### src/rtl/mxbus_pkg.sv
package mxbus_pkg;

    localparam int BUS_W    = 8;
    localparam int NUM_REGS = 6;

    typedef logic [2*BUS_W-1:0] haddr_t;
    typedef logic [BUS_W-1:0]   byte_t;

    typedef enum logic [2:0] {
        RI_OUT  = 3'd0,
        RI_IN   = 3'd1,
        RI_CTRL = 3'd2,
        RI_STAT = 3'd3,
        RI_LED  = 3'd4,
        RI_SCR  = 3'd5
    } reg_idx_e;

    typedef struct packed {
        logic sram;
        logic rom;
        logic regs;
    } sel_t;

    function automatic logic in_range(haddr_t a, haddr_t lo, haddr_t hi);
        return (a >= lo) && (a <= hi);
    endfunction

endpackage

### src/rtl/mxbus_front.sv
module mxbus_front
    import mxbus_pkg::*;
(
    input  logic  clk,
    input  logic  rst,
    input  byte_t ad_in,
    input  logic  as_strb,
    input  logic  e_clk,
    output byte_t addr_lo,
    output logic  live,
    output logic  e_fall
);
    logic e_q;

    always_ff @(posedge clk) begin
        if (rst) begin
            addr_lo <= '0;
            live    <= 1'b0;
            e_q     <= 1'b0;
        end else begin
            e_q <= e_clk;
            if (as_strb) begin
                addr_lo <= ad_in;
                live    <= 1'b1;
            end else if (e_q && !e_clk) begin
                live <= 1'b0;
            end
        end
    end

    assign e_fall = e_q & ~e_clk;

    assert_hold_R1: assert property (@(posedge clk) disable iff (rst)
        !as_strb |=> $stable(addr_lo));

    assert_cycle_end_R11: assert property (@(posedge clk) disable iff (rst)
        (e_fall && !as_strb) |=> !live);

endmodule

### src/rtl/mxbus_decode.sv
module mxbus_decode
    import mxbus_pkg::*;
#(
    parameter haddr_t SRAM_BASE = 16'h2000,
    parameter haddr_t SRAM_LAST = 16'h3FFF,
    parameter haddr_t ROM_BASE  = 16'h8000,
    parameter haddr_t ROM_LAST  = 16'hFFFF,
    parameter haddr_t REG_BASE  = 16'h4000
)(
    input  haddr_t   addr,
    input  logic     live,
    output sel_t     sel,
    output reg_idx_e idx
);
    localparam haddr_t REG_END = haddr_t'(REG_BASE + haddr_t'(NUM_REGS - 1));

    always_comb begin
        sel.sram = live && in_range(addr, SRAM_BASE, SRAM_LAST);
        sel.rom  = live && in_range(addr, ROM_BASE, ROM_LAST);
        sel.regs = live && in_range(addr, REG_BASE, REG_END);
        idx      = reg_idx_e'(addr[2:0]);
    end

endmodule

### src/rtl/mxbus_regs.sv
module mxbus_regs
    import mxbus_pkg::*;
#(
    parameter int CTRL_W = 4,
    parameter int STAT_W = 4,
    parameter int LED_W  = 5
)(
    input  logic              clk,
    input  logic              rst,
    input  logic              wr_en,
    input  reg_idx_e          idx,
    input  byte_t             din,
    input  byte_t             fab_from,
    input  logic [STAT_W-1:0] fab_stat,
    output byte_t             rdata,
    output byte_t             out_q,
    output logic [CTRL_W-1:0] ctrl_q,
    output logic [LED_W-1:0]  led_q
);
    byte_t             in_q;
    byte_t             scr_q;
    logic [STAT_W-1:0] stat_q;

    always_ff @(posedge clk) begin
        if (rst) begin
            out_q  <= '0;
            ctrl_q <= '0;
            led_q  <= '0;
            scr_q  <= '0;
            in_q   <= '0;
            stat_q <= '0;
        end else begin
            in_q   <= fab_from;
            stat_q <= fab_stat;
            if (wr_en) begin
                case (idx)
                    RI_OUT:  out_q  <= din;
                    RI_CTRL: ctrl_q <= din[CTRL_W-1:0];
                    RI_LED:  led_q  <= din[LED_W-1:0];
                    RI_SCR:  scr_q  <= din;
                    default: ;
                endcase
            end
        end
    end

    always_comb begin
        case (idx)
            RI_OUT:  rdata = out_q;
            RI_IN:   rdata = in_q;
            RI_CTRL: rdata = BUS_W'(ctrl_q);
            RI_STAT: rdata = BUS_W'(stat_q);
            RI_LED:  rdata = BUS_W'(led_q);
            RI_SCR:  rdata = scr_q;
            default: rdata = '0;
        endcase
    end

    assert_led_write_R8: assert property (@(posedge clk) disable iff (rst)
        (wr_en && idx == RI_LED) |=> (led_q == $past(din[LED_W-1:0])));

    assert_ro_ignored_R12: assert property (@(posedge clk) disable iff (rst)
        (wr_en && (idx == RI_IN || idx == RI_STAT)) |=>
            ($stable(out_q) && $stable(ctrl_q) && $stable(led_q) && $stable(scr_q)));

endmodule

### src/rtl/mxbus_bridge.sv
module mxbus_bridge
    import mxbus_pkg::*;
#(
    parameter int     CTRL_W    = 4,
    parameter int     STAT_W    = 4,
    parameter int     LED_W     = 5,
    parameter haddr_t SRAM_BASE = 16'h2000,
    parameter haddr_t SRAM_LAST = 16'h3FFF,
    parameter haddr_t ROM_BASE  = 16'h8000,
    parameter haddr_t ROM_LAST  = 16'hFFFF,
    parameter haddr_t REG_BASE  = 16'h4000
)(
    input  logic              clk,
    input  logic              rst,
    input  logic [7:0]        addr_hi,
    input  logic [7:0]        ad_in,
    output logic [7:0]        ad_out,
    output logic              ad_oe,
    input  logic              rw,
    input  logic              as_strb,
    input  logic              e_clk,
    output logic              sram_cs_n,
    output logic              rom_cs_n,
    output logic [7:0]        fab_to,
    input  logic [7:0]        fab_from,
    output logic [CTRL_W-1:0] fab_ctrl,
    input  logic [STAT_W-1:0] fab_stat,
    output logic [LED_W-1:0]  led
);
    byte_t    addr_lo;
    logic     live;
    logic     e_fall;
    sel_t     sel;
    reg_idx_e idx;
    byte_t    rdata;
    logic     wr_en;

    mxbus_front u_front (
        .clk     (clk),
        .rst     (rst),
        .ad_in   (ad_in),
        .as_strb (as_strb),
        .e_clk   (e_clk),
        .addr_lo (addr_lo),
        .live    (live),
        .e_fall  (e_fall)
    );

    mxbus_decode #(
        .SRAM_BASE (SRAM_BASE),
        .SRAM_LAST (SRAM_LAST),
        .ROM_BASE  (ROM_BASE),
        .ROM_LAST  (ROM_LAST),
        .REG_BASE  (REG_BASE)
    ) u_decode (
        .addr (haddr_t'({addr_hi, addr_lo})),
        .live (live),
        .sel  (sel),
        .idx  (idx)
    );

    assign wr_en = sel.regs && e_fall && !rw;

    mxbus_regs #(
        .CTRL_W (CTRL_W),
        .STAT_W (STAT_W),
        .LED_W  (LED_W)
    ) u_regs (
        .clk      (clk),
        .rst      (rst),
        .wr_en    (wr_en),
        .idx      (idx),
        .din      (ad_in),
        .fab_from (fab_from),
        .fab_stat (fab_stat),
        .rdata    (rdata),
        .out_q    (fab_to),
        .ctrl_q   (fab_ctrl),
        .led_q    (led)
    );

    assign ad_oe     = sel.regs && rw && e_clk;
    assign ad_out    = rdata;
    assign sram_cs_n = ~sel.sram;
    assign rom_cs_n  = ~sel.rom;

    assert_one_select_R9: assert property (@(posedge clk) disable iff (rst)
        $onehot0({~sram_cs_n, ~rom_cs_n, ad_oe}));

    assert_drive_window_R7: assert property (@(posedge clk) disable iff (rst)
        ad_oe |-> (e_clk && rw));

    assert_idle_quiet_R11: assert property (@(posedge clk) disable iff (rst)
        !live |-> (sram_cs_n && rom_cs_n && !ad_oe));

endmodule

### config.mk
export PLATFORM = sky130hd
export DESIGN_NAME = mxbus_bridge
export DESIGN_NICKNAME = d
export VERILOG_FILES = /design/src/rtl/mxbus_pkg.sv /design/src/rtl/mxbus_front.sv /design/src/rtl/mxbus_decode.sv /design/src/rtl/mxbus_regs.sv /design/src/rtl/mxbus_bridge.sv
export SDC_FILE = /design/constraint.sdc
export NUM_CORES = 1
export LEC_CHECK = 0
export BUFFER_PORTS_ARGS = -buffer_cell sky130_fd_sc_hd__buf_2
export CAP_MARGIN = 20
export CORE_MARGIN = 4
export CORE_UTILIZATION = 47
export CTS_BUF_LIST = sky130_fd_sc_hd__clkbuf_8
export DETAILED_ROUTE_END_ITERATION = 8
export PLACE_DENSITY = 0.69
export SETUP_SLACK_MARGIN = 0.15
export SYNTH_ARGS = -nofsm -noshare
export SYNTH_HDL_FRONTEND = slang
export SYNTH_SLANG_ARGS = --single-unit
### constraint.sdc
create_clock -name clk -period 2.7 [get_ports clk]
set_input_delay 0.27 -clock clk [delete_from_list [all_inputs] [get_ports clk]]
set_output_delay 0.27 -clock clk [all_outputs]
set_load 0.005 [all_outputs]
Word level (Yosys, flattened, before mapping). Index checks and enable logic that the tools add are counted.

Register bits: 47. Input bits: 33. Word-level logic and storage cells: 46. Output and inout port bits: 28.

Equal/unequal tests: 5. Bitwise operators: 4. Order comparisons: 6. Reductions and logical operators: 19. Multiplexer cells: 3.

Operators with widths (count): 8-bit one-hot mux with 6 select lines (1); 16-bit by 14-bit greater-or-equal comparator with 1-bit output, second input constant (1); 16-bit by 15-bit greater-or-equal comparator with 1-bit output, second input constant (1); 16-bit greater-or-equal comparator, second input constant (1); 16-bit by 14-bit <= comparator with 1-bit output, second input constant (1); 16-bit by 15-bit <= comparator with 1-bit output, second input constant (1); 16-bit <= comparator, second input constant (1); 1-bit logical AND (11); 2-bit AND reduction (4); 3-bit by 2-bit == test with 1-bit output, second input constant (2); 3-bit == test, second input constant (2); 3-bit by 1-bit == test with 1-bit output, second input constant (1); 3-bit logical NOT (1); 1-bit NOT (3); 1-bit logical NOT (2); 1-bit 2-to-1 mux (2); 2-bit nonzero test (1); 1-bit AND (1).

Depth between registers and ports, before layout. Gate-level depths: netlist (run 1).

Depth in word-level cells: 6. Gate-level depth with buffers: 6.

By module. From an unflattened synthesis (run 1), not the netlist that was laid out.

Cell total of the unflattened synthesis: 219. Area total of the unflattened synthesis: 2083.2 um^2.

By module, submodules not included: mxbus_regs (times used 1, area an instance 1620.3 um^2, cells each 171); mxbus_front (times used 1, area an instance 355.3 um^2, cells each 33); mxbus_decode (times used 1, area an instance 83.8 um^2, cells each 11); mxbus_bridge (times used 1, area an instance 23.8 um^2, cells each 4).

Least setup slack after synthesis (run 1). OpenSTA, ideal clock, no wires.

Path type: reg2out. Start point: register u_front.addr_lo[2]. End point: output port ad_out[6]. Arrival: 1.218 ns. Setup slack: 1.212 ns. Stages on the path, launching flop included: 6. Cell sequence: dfxtp_1 buf_2 buf_2 mux2_2 a22oi_1 nor2_1.

Cells in the longest elaborated chain, start to end: 2.

RTL lines: start, declared (line mxbus_front.sv:9) `output byte_t addr_lo,`; start signal, assigned (line mxbus_front.sv:23) `addr_lo <= ad_in;`; 3-bit == test (tied with other cells) (line mxbus_regs.sv:48) `case (idx)`; 8-bit one-hot mux with 6 select lines * (line mxbus_regs.sv:48); end, declared (line mxbus_bridge.sv:17) `output logic [7:0] ad_out,`.

Every way passes the cells marked *; elsewhere a longest branch is shown, timed or not.

Worst setup path after layout (run 1).
Start point: register u_front.addr_lo[0]. End point: output port ad_out[2].

Same word-level chain as after synthesis.

==> results.ini, run 1 <==
[outcome]
outcome=finished, final reports clean

[die]
ios=61
die_y_um=75.4
num_rows=24
core_area_um2=4380
dieWidth_um=75.4
dieArea_um2=5690
initial_utilization_pct=48.7

[synth]
ys_seq_area_share_pct=44.0
netlist.area_leader.share_pct=44.0
yosys_warnings=0
yosys-top-cells-count=dfxtp_1, nand4_1, a21oi_1, nor2_1, o21ai_0
synthDistinctLibCells=31
yosysMostFrequentCell=dfxtp_1
ys_ff_latch=47
synth-edff-count=0
ys_async_sr_fraction_pct=0
synthTopCellsByArea=dfxtp_1, nand4_1, a21oi_1
synth.avg_cell_area_um2=8.94
synthFlopType=dfxtp_1
synthCells=239
syn_area_um2=2140
synth_top_cell_by_area=dfxtp_1
syn-num-nets=272

[clock_tree]
cts_tree=built
cts_max_path_buffers=2
cts_sinks=47
hold_buffers=0
cts_setup_buffers=0
clk_latency_ns=0.30
numCtsBuffers=5
clk_pin_slew_ns=0.09
root_buffer=clkbuf_8
post_cts_resize_count=0
ctsHtreeMaxLevel=2

[setup_path]
r2r-end=u_regs.out_q[5]$_SDFFE_PP0P_
crit_start=u_front.addr_lo[0]$_SDFFE_PP0P_
reg2regPathDepth=4
ff2ff_setup_slack_ns=0.65
crit_type=reg -> out
required_ns=2.43
critPathArrivalTime_ns=2.05
r2r-start=u_front.addr_lo[0]$_SDFFE_PP0P_
crit_path_max_fanout=23
start_kind=register
end_kind=primary output
critPathCapture=ad_out[2]

[sta]
slew_headroom_pct=42.9
worstMarginPinSlew_ns=0.856
rsz0062_at_grt=false
finalSetupViolCount=0
finalWorstSetupSlack_ns=0.382
tns_ns=0
hold_ws_ns=0.170
post-route-period-util_pct=85.9
period_minus_slack_ns=2.32
fin_worst_skew_ns=0.00711
fmax_mhz=431
slew_violations=0
report.final.hold_viol_count=0

[grt]
grt_pass1_wl_mm=9.25
grt_pass1_vias=1813
track_usage_pct=21.6
antenna_found_initial=0
grt_max_degree=48
grt_overflow=0

[routing]
vias=1999
via_per_inst=5.83
wl_mm=5.71
ant_nets=0
wire_per_inst_um=16.7
drcViolationCount=0
drt_iter0_markers=176
drt-pass1-iter-count=4

[power_and_ir_drop]
ir_worst_vdd_mv=0.309
p_switching_mw=0.328
p_leak_nw=1.03
combPwrFrac_pct=9.4
cellPowerDensity_nw_per_um2=525
switching_share_pct=24.7
clkPwrFrac_pct=35.4
p_int_mw=1.00
p_seq_share_pct=55.2

[placed_design]
port_buffers=60
routabilityCongestion=0.808
dp.final_hpwl_mm=3.90
place_ws_ns=0.702
post_dp_cell_area_um2=2430

[cells_and_area]
fin_util_pct=57.7
design_area_um2=2530
final_nets=323
area_delta_synth_final_pct=18.4
n_antenna_cell=0
drive_above_1_share_pct=27.8

[worst_hold_path]
holdCritPathClass=in -> reg

[flow_run]
max-cap-violations=0

[state kept, by name (all words and copies together), names as in the netlist]
signal,count
u_regs.scr_q,8
u_front.live,1
u_regs.led_q,5
u_regs.stat_q,4
u_regs.in_q,8
u_regs.out_q,8
u_regs.ctrl_q,4
u_front.addr_lo,8
u_front.e_q,1
[worst min-delay path by stage]
| stage | cells past startpoint | end | slack, ns | from |
|---|---|---|---|---|
| 6_report | 2 | u_regs.in_q[2]$_SDFF_PP0_ | 0.17 | fab_from[2] |
| 5_1_grt | 2 | u_regs.in_q[6]$_SDFF_PP0_ | 0.17 | fab_from[6] |
| 4_1_cts | 2 | u_regs.in_q[2]$_SDFF_PP0_ | 0.16 | fab_from[2] |
| 3_5_place_dp | 2 | u_regs.scr_q[3]$_SDFFE_PP0P_ | 0.47 | u_regs.scr_q[3]$_SDFFE_PP0P_ |
| 3_3_place_gp | 2 | u_regs.scr_q[2]$_SDFFE_PP0P_ | 0.46 | u_regs.scr_q[2]$_SDFFE_PP0P_ |
| 2_1_floorplan | 1 | u_front.e_q$_SDFF_PP0_ | 0.40 | e_clk |
[final cells by class]
type / instances / area, µm²
clock buffer: 7 / 96.3
multi-input combinational: 169 / 1080
fill: 403 / 1850
timing repair buffer: 65 / 338
inverter: 2 / 7.51
tap: 52 / 65.1
sequential: 47 / 941
clock inverter: 1 / 7.51
[cells by family after synthesis]
kind of cell / share of synthesized area (%)
AND/OR/NAND/NOR: 24.2
AO/OA/AOI/OAI: 15.3
flip-flops: 44.0
buffers and inverters: 5.62
multiplexers: 10.8
[critical path, cell delays in order, from the launching register on]
cell	delay, ns
dfxtp_1	0.89
mux4_2	0.59
inv_1	0.07
o22ai_1	0.07
buf_2	0.13
[layout by cell type (no fill, tap or decap), drive strengths merged]
master,netlist,routed
nor2,24,24
nand4,31,31
mux2,3,3
nand3b,1,1
dfxtp,47,47
and3b,1,1
inv,2,2
clkbuf,11,7
nor3,1,1
nor2b,20,20
and2,1,1
and4,1,1
o21ai,25,25
nand2b,2,2
a22oi,3,3
nor3b,2,2
nor4b,1,1
clkinvlp,0,1
a31oi,1,1
a21oi,28,28
a211oi,1,1
nand2,2,2
o22ai,3,3
buf,10,65
mux2i,13,13
mux4,3,3
a21o,1,1
nor4,1,1
[per-stage QoR]
stage,instances,total power [mW]
5_1_grt,343,1.38
4_1_cts,343,1.34
3_3_place_gp,335,0.871
6_report,343,1.33
2_1_floorplan,239,0.818
3_5_place_dp,335,0.873
[power groups by stage]
stage | Sequential (mW) | Combinational (mW) | Clock [mW]
global route | 0.737 | 0.138 | 0.506
floorplan | 0.734 | 0.0840 | 0
finish | 0.734 | 0.125 | 0.470
detailed placement | 0.750 | 0.123 | 0
global placement | 0.749 | 0.122 | 0
CTS | 0.733 | 0.124 | 0.478
[routing by layer]
metal  share of wire (%)  vias up  GRT usage [%]
li1                    -      976              -
met1                  44      930           30.8
met2                  47       91           33.0
met3                 8.5        2           5.01
met4                0.54        0           5.83
met5                   0        -              0
Note: power is estimated with default switching activity, not from simulation.
==> run 2: changes to the inputs <==
CORE_ASPECT_RATIO = 0.8   (was default)
==> results.ini, run 2 (same netlist as run 1, synthesis figures left out) <==
[routing]
wire_per_inst_um=16.5  ; -0.65%
vias=2028  ; +1.5%
dr.max_layer_used=met4
drcViolationCount=0  ; unchanged
drt_iter0_markers=211  ; +20%
drt-pass1-iter-count=4  ; unchanged
ant_nets=0  ; unchanged
wl_met3_um=603  ; +24%
wl_met1_mm=2.57  ; +2.6%
via_per_inst=5.81  ; -0.29%
wl_mm=5.77  ; +1.1%
wl_met2_mm=2.56  ; -4.9%

[worst_hold_path]
holdCritPathClass=in -> reg
holdPathStages=2  ; unchanged
hold_path_end=u_regs.stat_q[1]$_SDFF_PP0_
worstHoldStart=fab_stat[1]

[placed_design]
dp.final_hpwl_mm=4.00  ; +2.7%
port_buffers=60  ; unchanged
routabilityCongestion=0.821  ; +1.7%

[cells_and_area]
drive_above_1_share_pct=28.1  ; +0.25 points
seq_area_um2=941  ; unchanged
multi_input_area_um2=1080  ; unchanged
nFillCells=390  ; -3.2%
n_antenna_cell=0  ; unchanged
area_delta_synth_final_pct=19.1
layout_commonest_cell=buf_2
final_cell_mix=buf_2, dfxtp_1, nand4_1
final_nets=324  ; +0.31%
fin_util_pct=59.4  ; +1.7 points

[clock_tree]
clk_latency_ns=0.30  ; about the same
cts_setup_buffers=0  ; unchanged
root_buffer=clkbuf_8
hold_buffers=0  ; unchanged
cts_max_path_buffers=2  ; unchanged
ctsHtreeMaxLevel=2  ; unchanged
numCtsBuffers=5  ; unchanged
clk_pin_slew_ns=0.09  ; about the same
post_cts_resize_count=0  ; unchanged
cts_sinks=47  ; unchanged
cts_tree=built

[setup_path]
required_ns=2.43  ; about the same
max_stage_delay_ns=0.87  ; -0.02 ns
reg2regPathDepth=4  ; unchanged
critPathArrivalTime_ns=2.08  ; +0.03 ns
critPathSlowestCell=dfxtp_1
r2r-end=u_regs.scr_q[7]$_SDFFE_PP0P_
crit_family=flip-flops
crit_path_max_fanout=19  ; -17%
crit_chain=nor2b_1 > a22oi_1 > o22ai_1 > a21o_1 > buf_2
end_kind=primary output
start_kind=register
r2r-start=u_front.addr_lo[2]$_SDFFE_PP0P_
crit_type=reg -> out
ff2ff_setup_slack_ns=0.66  ; about the same
crit_buf_inv=1  ; -1

[sta]
fin_worst_skew_ns=0.00845  ; +0.00135 ns
period_minus_slack_ns=2.35  ; +0.0277 ns
tns_ns=0  ; unchanged
finalSetupViolCount=0  ; unchanged
slew_violations=0  ; unchanged
report.final.hold_viol_count=0  ; unchanged
post-route-period-util_pct=86.9  ; +1.0 points
rsz0062_at_grt=false
slew_headroom_pct=44.3  ; +1.5 points
fmax_mhz=426  ; -1.2%
worstMarginPinSlew_ns=0.834  ; -0.0223 ns
hold_ws_ns=0.170  ; -0.000687 ns

[outcome]
outcome=finished, final reports clean

[flow_run]
max-cap-violations=0  ; unchanged

[power_and_ir_drop]
clkPwrFrac_pct=35.5  ; about the same
cellPowerDensity_nw_per_um2=523  ; -0.28%
p_seq_share_pct=55.1  ; about the same
p_leak_nw=1.04  ; +0.51%
switching_share_pct=24.8  ; +0.15 points
ir_worst_vdd_mv=0.279  ; -9.9%
p_switching_mw=0.330  ; +0.87%
combPwrFrac_pct=9.4  ; about the same
p_int_mw=1.00  ; about the same

[grt]
grt_overflow=0  ; unchanged
grt_pass1_vias=1835  ; +1.2%
grt_max_degree=48  ; unchanged
track_usage_pct=21.1  ; -0.56 points
antenna_found_initial=0  ; unchanged
grt_pass1_wl_mm=9.43  ; +2.0%

[die]
num_rows=21  ; -13%
dieWidth_um=83.4  ; +11%
initial_utilization_pct=49.9  ; +1.2 points
ios=61  ; unchanged
core_area_um2=4280  ; -2.3%
die_y_um=68.3  ; -9.4%
dieArea_um2=5700  ; +0.12%

-- run 2: stage by stage --
stage | setup WS (ns) | power, mW | instances | cell area [µm²]
finish | 0.354 | 1.33 | 349 | 2540
global route | 0.229 | 1.38 | 349 | 2540
detailed placement | 0.721 | 0.874 | 341 | 2440
CTS | 0.387 | 1.34 | 349 | 2540
global placement | 0.742 | 0.872 | 341 | 2440
floorplan | 1.21 | 0.818 | 239 | 2140
-- run 2: power by group through the flow --
| stage | sequential [mW] | combinational (mW) | clock, mW |
|---|---|---|---|
| detailed placement | 0.750 | 0.124 | 0 |
| global route | 0.737 | 0.138 | 0.504 |
| global placement | 0.749 | 0.123 | 0 |
| floorplan | 0.734 | 0.0840 | 0 |
| finish | 0.734 | 0.125 | 0.473 |
| CTS | 0.734 | 0.125 | 0.478 |
-- run 2: layout make-up --
| cell class | count | area share [%] |
|---|---|---|
| multi-input combinational | 169 | 42.3 |
| sequential | 47 | 37.0 |
| timing repair buffer | 66 | 13.6 |
| clock buffer | 7 | 3.79 |
| tap | 57 | 2.80 |
| clock inverter | 1 | 0.295 |
| inverter | 2 | 0.295 |
-- run 2: layer usage --
metal | vias to the layer above | track usage (%)
met5 | - | 0
met4 | 0 | 6.53
met3 | 5 | 5.17
met2 | 100 | 32.5
met1 | 947 | 29.2
li1 | 976 | -
-- run 2: worst max-delay path by stage --
| stage | startpoint | to | slack, ns | cells after the start |
|---|---|---|---|---|
| finish | u_front.addr_lo[2]$_SDFFE_PP0P_ | ad_out[1] | 0.35 | 5 |
| global route | u_front.addr_lo[2]$_SDFFE_PP0P_ | ad_out[1] | 0.23 | 5 |
| CTS | u_front.addr_lo[2]$_SDFFE_PP0P_ | ad_out[4] | 0.39 | 3 |
| detailed placement | u_front.addr_lo[2]$_SDFFE_PP0P_ | ad_out[4] | 0.72 | 3 |
| global placement | u_front.addr_lo[1]$_SDFFE_PP0P_ | ad_out[3] | 0.74 | 4 |
| floorplan | u_front.addr_lo[2]$_SDFFE_PP0P_ | ad_out[6] | 1.21 | 5 |
==> run 3: changes to the inputs <==
clock period = 2.9 ns   (was 2.7 ns; I/O delays follow)
==> results.ini, run 3 (same netlist as run 1, synthesis figures left out) <==
[setup_path]
end_kind=primary output
start_kind=register
critPathArrivalTime_ns=2.12  ; +0.04 ns
crit_type=reg -> out
max_stage_delay_ns=0.88  ; about the same
required_ns=2.61  ; +0.18 ns
critPathSlowestCell=dfxtp_1
crit_chain=nor2b_1 > a22oi_1 > o22ai_1 > a21o_1 > buf_2
crit_path_max_fanout=19  ; unchanged
ff2ff_setup_slack_ns=0.77  ; +0.11 ns

[cells_and_area]
final_cell_mix=buf_2, dfxtp_1, nand4_1
fin_util_pct=58.7  ; -0.70 points
drive_above_1_share_pct=27.6  ; -0.50 points
nFillCells=396  ; +1.5%
n_antenna_cell=0  ; unchanged
final_nets=322  ; -0.62%
layout_commonest_cell=buf_2
area_delta_synth_final_pct=17.7

[sta]
worstMarginPinSlew_ns=0.866  ; +0.0324 ns
rsz0062_at_grt=false
post-route-period-util_pct=83.1
fin_worst_skew_ns=0.0103  ; +0.00185 ns
finalWorstSetupSlack_ns=0.491  ; +0.137 ns
finalSetupViolCount=0  ; unchanged
fmax_mhz=415
period_minus_slack_ns=2.41
report.final.hold_viol_count=0  ; unchanged
slew_headroom_pct=42.3  ; -2.1 points
slew_violations=0  ; unchanged
tns_ns=0  ; unchanged

[clock_tree]
cts_max_path_buffers=2  ; unchanged
clk_latency_ns=0.31  ; about the same
cts_sinks=47  ; unchanged
numCtsBuffers=5  ; unchanged
hold_buffers=0  ; unchanged
cts_setup_buffers=0  ; unchanged
cts_tree=built
root_buffer=clkbuf_8
clk_pin_slew_ns=0.09  ; about the same
post_cts_resize_count=0  ; unchanged
ctsHtreeMaxLevel=2  ; unchanged

[routing]
drcViolationCount=0  ; unchanged
wl_met1_mm=2.69  ; +4.9%
wl_met2_mm=2.60  ; +1.4%
dr.max_layer_used=met4
ant_nets=0  ; unchanged
drt_iter0_markers=240  ; +14%
vias=2001  ; -1.3%
wire_per_inst_um=16.9  ; +2.0%
wl_met3_um=484  ; -20%
drt-pass1-iter-count=5  ; +1
wl_mm=5.86  ; +1.4%
via_per_inst=5.77  ; -0.76%

[power_and_ir_drop]
p_seq_share_pct=56.9  ; +1.8 points
switching_share_pct=26.5  ; +1.7 points
p_int_mw=0.883  ; -12%
ir_worst_vdd_mv=0.306  ; +9.9%
p_leak_nw=1.02  ; -2.0%
combPwrFrac_pct=9.6  ; +0.2 points
clkPwrFrac_pct=33.5  ; -2.0 points
cellPowerDensity_nw_per_um2=478  ; -8.8%
p_switching_mw=0.318  ; -3.7%

[placed_design]
place_ws_ns=0.879  ; +0.158 ns
dp.final_hpwl_mm=4.02  ; +0.43%
port_buffers=60  ; unchanged
routabilityCongestion=0.841  ; +2.4%

[outcome]
outcome=finished, final reports clean

[grt]
grt_overflow=0  ; unchanged
grt_pass1_vias=1838  ; +0.16%
grt_pass1_wl_mm=9.34  ; -0.95%
track_usage_pct=21.2  ; +0.11 points
antenna_found_initial=0  ; unchanged
grt_max_degree=48  ; unchanged

[die]
die_y_um=68.3  ; unchanged
ios=61  ; unchanged
dieWidth_um=83.4  ; unchanged
core_area_um2=4280  ; unchanged
dieArea_um2=5700  ; unchanged
num_rows=21  ; unchanged
initial_utilization_pct=49.9  ; unchanged

[worst_hold_path]
holdCritPathClass=in -> reg

[flow_run]
max-cap-violations=0  ; unchanged

run 3: path summary, 6_finish.rpt:
path                                  endpoint  cells past startpoint                            start
setup reg to reg  u_regs.scr_q[4]$_SDFFE_PP0P_                      4  u_front.addr_lo[2]$_SDFFE_PP0P_
hold / removal     u_regs.stat_q[2]$_SDFF_PP0_                      2                      fab_stat[2]
setup / recovery                     ad_out[1]                      5  u_front.addr_lo[2]$_SDFFE_PP0P_
hold reg to reg   u_regs.scr_q[2]$_SDFFE_PP0P_                      2     u_regs.scr_q[2]$_SDFFE_PP0P_
run 3: power by group through the flow:
stage          Combinational [mW]  Clock (mW)  Sequential (mW)
2_1_floorplan              0.0782           0            0.683
3_3_place_gp                0.113           0            0.697
3_5_place_dp                0.115           0            0.698
4_1_cts                     0.116       0.403            0.683
5_1_grt                     0.129       0.434            0.686
6_report                    0.116       0.402            0.683
run 3: final cells by class:
type	count	area, µm²	area share (%)
Sequential cell	47	941	37.4
Multi-Input combinational cell	169	1080	42.8
Inverter	2	7.51	0.299
Clock inverter	3	20.0	0.796
Tap cell	57	71.3	2.84
Timing Repair Buffer	64	330	13.1
Clock buffer	5	68.8	2.74
run 3: worst max-delay path: cells and delay by family, from the launching register on:
kind | cells | cell delay, ns
and+or+nand+nor | 1 | 0.21
AOI/OAI and AO/OA | 3 | 0.58
buffers and inverters | 1 | 0.12
DFF | 1 | 0.88
run 3: stage by stage:
step                std cells  hold slack, ns  area, µm²  power [mW]
finish                    347           0.179       2510        1.20
global route              347           0.182       2510        1.25
CTS                       347           0.182       2510        1.20
detailed placement        339           0.464       2430       0.812
global placement          339           0.459       2430       0.810
floorplan                 239           0.418       2140       0.761
run 3: metal layers:
layer | up-vias | global-route usage (%)
li1 | 968 | -
met3 | 8 | 5.90
met4 | 0 | 6.12
met2 | 80 | 32.2
met1 | 945 | 29.5
met5 | - | 0
